**src/rtl/i2c_irq_pkg.sv**
```systemverilog
package i2c_irq_pkg;
    localparam int NUM_IRQ  = 8;
    localparam int ADDR_W   = 2;
    localparam int IDX_ARB  = 0;
    localparam int IDX_XFER = 1;
    localparam int CTL_MSMS = 0;
    localparam int CTL_TXAK = 1;

    typedef enum logic [ADDR_W-1:0] {
        ADDR_STATUS  = 2'd0,
        ADDR_ENABLE  = 2'd1,
        ADDR_CONTROL = 2'd2,
        ADDR_SPARE   = 2'd3
    } reg_addr_e;

    typedef struct packed {
        logic is_master;
        logic is_tx;
    } role_t;

    // Bit 1 condition: a transmitter reports the far end's not-acknowledge,
    // a receiver reports its own high acknowledge level.
    function automatic logic xfer_flag(role_t r, logic nack, logic ack_level);
        return r.is_tx ? nack : ack_level;
    endfunction

    function automatic logic drops_master(role_t r, logic nack);
        return r.is_master & r.is_tx & nack;
    endfunction
endpackage

```
**src/rtl/i2c_irq_decode.sv**
```systemverilog
module i2c_irq_decode
    import i2c_irq_pkg::*;
#(
    parameter int N_IRQ = NUM_IRQ
) (
    input  role_t            role,
    input  logic             arb_lost,
    input  logic             byte_done,
    input  logic             nack,
    input  logic [N_IRQ-3:0] aux,
    input  logic             ack_level,
    output logic [N_IRQ-1:0] hw_set,
    output logic             drop_msms
);
    localparam int AUX_W = N_IRQ - 2;

    always_comb begin
        hw_set                 = '0;
        hw_set[IDX_ARB]        = arb_lost;
        hw_set[IDX_XFER]       = byte_done & xfer_flag(role, nack, ack_level);
        hw_set[N_IRQ-1:2]      = aux[AUX_W-1:0];
        drop_msms              = byte_done & drops_master(role, nack);
    end
endmodule

```
**src/rtl/i2c_irq_status.sv**
```systemverilog
module i2c_irq_status
    import i2c_irq_pkg::*;
#(
    parameter int N_IRQ = NUM_IRQ
) (
    input  logic             clk,
    input  logic             rst,
    input  logic [N_IRQ-1:0] hw_set,
    input  logic [N_IRQ-1:0] sw_toggle,
    output logic [N_IRQ-1:0] status_q
);
    for (genvar i = 0; i < N_IRQ; i++) begin : g_bit
        always_ff @(posedge clk) begin
            if (rst) begin
                status_q[i] <= 1'b0;
            end else if (hw_set[i]) begin
                status_q[i] <= 1'b1;
            end else if (sw_toggle[i]) begin
                status_q[i] <= ~status_q[i];
            end
        end
    end
endmodule

```
**src/rtl/i2c_irq_ctrl_regs.sv**
```systemverilog
module i2c_irq_ctrl_regs
    import i2c_irq_pkg::*;
#(
    parameter int N_IRQ = NUM_IRQ
) (
    input  logic             clk,
    input  logic             rst,
    input  logic             wr_enable,
    input  logic             wr_control,
    input  logic [N_IRQ-1:0] wdata,
    input  logic             drop_msms,
    input  logic [N_IRQ-1:0] status_q,
    output logic [N_IRQ-1:0] enable_q,
    output logic             msms_q,
    output logic             txak_q,
    output logic             stop_q,
    output logic             irq_q
);
    always_ff @(posedge clk) begin
        if (rst) begin
            enable_q <= '0;
            msms_q   <= 1'b0;
            txak_q   <= 1'b0;
            stop_q   <= 1'b0;
            irq_q    <= 1'b0;
        end else begin
            if (wr_enable) begin
                enable_q <= wdata;
            end
            if (drop_msms) begin
                msms_q <= 1'b0;
            end else if (wr_control) begin
                msms_q <= wdata[CTL_MSMS];
            end
            if (wr_control) begin
                txak_q <= wdata[CTL_TXAK];
            end
            stop_q <= drop_msms & msms_q;
            irq_q  <= |(status_q & enable_q);
        end
    end
endmodule

```
**src/rtl/i2c_irq_ctrl.sv**
```systemverilog
module i2c_irq_ctrl
    import i2c_irq_pkg::*;
#(
    parameter int N_IRQ = NUM_IRQ
) (
    input  logic              clk,
    input  logic              rst,
    input  logic              role_master,
    input  logic              role_tx,
    input  logic              ev_arb_lost,
    input  logic              ev_byte_done,
    input  logic              ev_nack,
    input  logic [N_IRQ-3:0]  ev_aux,
    input  logic              reg_wr,
    input  logic [ADDR_W-1:0] reg_addr,
    input  logic [N_IRQ-1:0]  reg_wdata,
    output logic [N_IRQ-1:0]  reg_rdata,
    output logic              irq,
    output logic              msms,
    output logic              txak,
    output logic              stop_req
);
    role_t            role;
    reg_addr_e        addr;
    logic [N_IRQ-1:0] hw_set;
    logic [N_IRQ-1:0] sw_toggle;
    logic [N_IRQ-1:0] status_q;
    logic [N_IRQ-1:0] enable_q;
    logic             drop_msms;
    logic             wr_enable;
    logic             wr_control;

    always_comb begin
        role.is_master = role_master;
        role.is_tx     = role_tx;
        addr           = reg_addr_e'(reg_addr);
        sw_toggle      = (reg_wr && addr == ADDR_STATUS) ? reg_wdata : '0;
        wr_enable      = reg_wr && addr == ADDR_ENABLE;
        wr_control     = reg_wr && addr == ADDR_CONTROL;
    end

    i2c_irq_decode #(.N_IRQ(N_IRQ)) u_decode (
        .role      (role),
        .arb_lost  (ev_arb_lost),
        .byte_done (ev_byte_done),
        .nack      (ev_nack),
        .aux       (ev_aux),
        .ack_level (txak),
        .hw_set    (hw_set),
        .drop_msms (drop_msms)
    );

    i2c_irq_status #(.N_IRQ(N_IRQ)) u_status (
        .clk       (clk),
        .rst       (rst),
        .hw_set    (hw_set),
        .sw_toggle (sw_toggle),
        .status_q  (status_q)
    );

    i2c_irq_ctrl_regs #(.N_IRQ(N_IRQ)) u_regs (
        .clk        (clk),
        .rst        (rst),
        .wr_enable  (wr_enable),
        .wr_control (wr_control),
        .wdata      (reg_wdata),
        .drop_msms  (drop_msms),
        .status_q   (status_q),
        .enable_q   (enable_q),
        .msms_q     (msms),
        .txak_q     (txak),
        .stop_q     (stop_req),
        .irq_q      (irq)
    );

    always_comb begin
        reg_rdata = '0;
        case (addr)
            ADDR_STATUS:  reg_rdata = status_q;
            ADDR_ENABLE:  reg_rdata = enable_q;
            ADDR_CONTROL: begin
                reg_rdata[CTL_MSMS] = msms;
                reg_rdata[CTL_TXAK] = txak;
            end
            default:      reg_rdata = '0;
        endcase
    end
endmodule

```
**config.mk**
```make
export PLATFORM = sky130hd
export DESIGN_NAME = i2c_irq_ctrl
export DESIGN_NICKNAME = d
export VERILOG_FILES = /design/src/rtl/i2c_irq_pkg.sv /design/src/rtl/i2c_irq_decode.sv /design/src/rtl/i2c_irq_status.sv /design/src/rtl/i2c_irq_ctrl_regs.sv /design/src/rtl/i2c_irq_ctrl.sv
export SDC_FILE = /design/constraint.sdc
export NUM_CORES = 1
export LEC_CHECK = 0
export ABC_AREA = 1
export ABC_CLOCK_PERIOD_IN_PS = 1120
export BUFFER_PORTS_ARGS = -buffer_cell sky130_fd_sc_hd__buf_2
export CORE_UTILIZATION = 49
export DETAILED_ROUTE_END_ITERATION = 7
export GPL_TIMING_DRIVEN = 1
export PLACE_DENSITY_LB_ADDON = 0.05
export RECOVER_POWER = 100
export SLEW_MARGIN = 20
export SYNTH_ARGS = -nofsm -noshare
export SYNTH_HDL_FRONTEND = slang
export SYNTH_SLANG_ARGS = --single-unit
```
**constraint.sdc**
```tcl
create_clock -name clk -period 1.12 [get_ports clk]
set_clock_uncertainty 0.1 [all_clocks]
set_input_delay 0 -clock clk [delete_from_list [all_inputs] [get_ports clk]]
set_output_delay 0 -clock clk [all_outputs]
set_load 0.01 [all_outputs]
```
==> results.json <==
{
  "min_period_over_period_pct": 103,
  "track_usage_pct": 27.3,
  "layout_commonest_cell": "buf_2",
  "synth.avg_cell_area_sq_um": 6.87,
  "cts-root-buf": "clkbuf_4",
  "wl_per_cell_microns": 12.6,
  "violations": "negative setup slack",
  "required_ps": 1020,
  "yosys.area_share.simple_pct": 28.7,
  "via_count": 1270,
  "antenna_cells": 0,
  "grt_pass1_vias": 1124,
  "finalNetCount": 247,
  "die_w_microns": 48.5,
  "path_cells": "inv_2 -> o211ai_1 -> buf_2",
  "antenna_found_initial": 0,
  "grt_pass1_wl_microns": 4940,
  "gp_congestion": 0.825,
  "cpMaxStageDelayCell": "dfxtp_2",
  "wl_microns": 3110,
  "synth-compound-area-share_pct": 17.3,
  "yosysTopAreaCell": "dfxtp_1",
  "period_minus_slack_ps": 1160,
  "rsz0062_at_grt": "yes",
  "dp_hpwl_microns": 1860,
  "firstDrtPassIters": 5,
  "register_area_sq_um": 418,
  "synthAdderAreaFrac_pct": 0,
  "overflow": 0,
  "setup_viol": 1,
  "synth-xor-area-share_pct": 0,
  "synth.area.top_cells": "dfxtp_1 38%, inv_1 12%, nand2_1 9.2%",
  "via_per_inst": 5.12,
  "cts.clk_slew.worst_paths_ps": 110,
  "outcome": "finished, violations left",
  "dr.first_iter.drc_count": 49,
  "drive_gt1_share_pct": 37.1,
  "finalHoldViolCount": 0,
  "placed_area_sq_mm": 0.00126,
  "die_h_microns": 48.5,
  "ios": 36,
  "power_density_mw_per_mm2": 956,
  "clock_latency_ps": 300,
  "seq_area_frac_synth_pct": 37.8,
  "hold_depth": 3,
  "critPathMaxFanout": 2,
  "io_buffers": 35,
  "cts_sinks": 20,
  "ys_ff_latch": 20,
  "endpoint_kind": "output port",
  "reg2reg_depth": 5,
  "die-area_sq_mm": 0.00235,
  "synth_cells": 154,
  "power.leakage_nw": 0.772,
  "cts_buffer_depth": 2,
  "synth_top_family_by_area": "simple AND/OR/NAND/NOR gates",
  "max_stage_delay_ps": 360,
  "setup_slack_ps": -38.5,
  "coreArea_sq_mm": 0.00200,
  "max_freq_mhz": 863,
  "syn_nets": 178,
  "synth_top_area_share_pct": 37.8,
  "worstPathArrival_ps": 1060,
  "yosys_warnings": 0,
  "finish.instance_area_sq_mm": 0.00161,
  "tightest_slew_ps": 377,
  "synth_cell_types": 21,
  "multi_input_area_sq_um": 524,
  "rows": 16,
  "critPathTopFamily": "flip-flops",
  "cts_made_buffers": 3,
  "ant_nets": 0,
  "relSlewSlack_pct": 74.8,
  "floorplan.initialDensity_pct": 52.9,
  "critical_path_depth": 3,
  "startpoint_type": "register",
  "hold_class": "input port to register",
  "area_delta_synth_final_pct": 51.9,
  "cts_tree": "built",
  "slew_violations": 0,
  "synth.mux.area_fraction_pct": 0,
  "htree_levels": 1,
  "peakVddDrop_mv": 0.725,
  "n_fill_cell": 136,
  "whs_ps": 6.10,
  "path_class": "register to output port",
  "worst-path-buf-inv": 2,
  "grt_max_degree": 18,
  "drv_cap": 0,
  "drc": 0,
  "final_cell_mix": "31 x buf_2, 26 x nand2_1, 25 x inv_1",
  "syn_area_sq_mm": 0.00106
}
[cell type report]
| type | instances | share of cell area [%] |
|---|---|---|
| multi-input cells | 94 | 32.6 |
| repair buffers | 69 | 29.7 |
| flip-flops and latches | 20 | 26.0 |
| inverters | 35 | 8.17 |
| well taps | 27 | 2.10 |
| clock buffers | 3 | 1.40 |
[Yosys cell counts]
cell type / count
a21oi_1: 10
a21oi_2: 1
buf_2: 2
buf_4: 1
buf_6: 2
dfxtp_1: 20
inv_1: 34
inv_2: 1
nand2_1: 26
nand2_4: 1
nand3_1: 18
nand3_2: 1
nand4_1: 9
nor2_1: 3
nor2_4: 2
nor3_1: 1
o211ai_1: 1
o21ai_0: 12
o21ai_1: 2
o221ai_1: 1
o22ai_1: 6
[path summary, 6_finish.rpt]
check | from | end | slack [ps]
worst max-delay path | u_status.status_q[0] | reg_rdata[0] | -40
worst min-delay path | reg_addr[1] | u_regs.txak_q | 6
worst max register to register | u_status.status_q[6] | u_regs.irq_q | 130
worst min register to register | u_regs.enable_q[5] | u_regs.enable_q[5] | 370
[cells by family (layout without fill, tap and decap cells)]
family                 count (synthesis)  count (layout)
AND/OR/NAND/NOR                       61              61
buffers and inverters                 40             107
AO/OA/AOI/OAI                         33              33
flip-flops                            20              20
[registers in the layout, summed over array words and instances (netlist names)]
signal and flops:
u_regs.enable_q 8, u_regs.irq_q 1, u_regs.stop_q 1, u_regs.txak_q 1
u_regs.msms_q 1, u_status.status_q 8
[tightest hold or removal path: stages]
cell,delay (ps)
buf_2,150
nand3_1,150
a21oi_1,80
[layer usage]
layer	GRT usage, %	vias up	wire, microns
li1	-	642	-
met1	34.8	570	1350
met2	48.1	50	1540
met3	3.77	8	173
met4	7.35	0	54
met5	0	-	0
[metrics by stage]
stage | setup slack, ps | cells | setup TNS (ps) | total power [mW] | utilization (%)
final | -38.5 | 248 | -38.5 | 1.54 | 80.3
after global routing | -100 | 248 | -183 | 1.61 | 80.3
after CTS | -0.187 | 244 | -0.187 | 1.50 | 77.2
after detailed placement | 134 | 216 | 0 | 1.08 | 63.2
after global placement | 168 | 216 | 0 | 1.07 | 63.2
after floorplan | 205 | 154 | 0 | 0.962 | -
[timing repair]
item,in CTS,in global routing
endpoints found under the setup margin,8,10
hold buffers,21,0
setup buffers,4,4
pin swaps,3,7
gates resized for setup,14,16
endpoints found under the hold margin,20,0
[power by group]
| group | internal, mW | leakage, nW | switching, mW | total (mW) |
|---|---|---|---|---|
| Clock | 0.126 | 0.0138 | 0.226 | 0.352 |
| Sequential | 0.761 | 0.169 | 0.0255 | 0.787 |
| Combinational | 0.194 | 0.589 | 0.205 | 0.399 |
| Total | 1.08 | 0.772 | 0.457 | 1.54 |
Note: power is estimated with default switching activity, not from simulation.
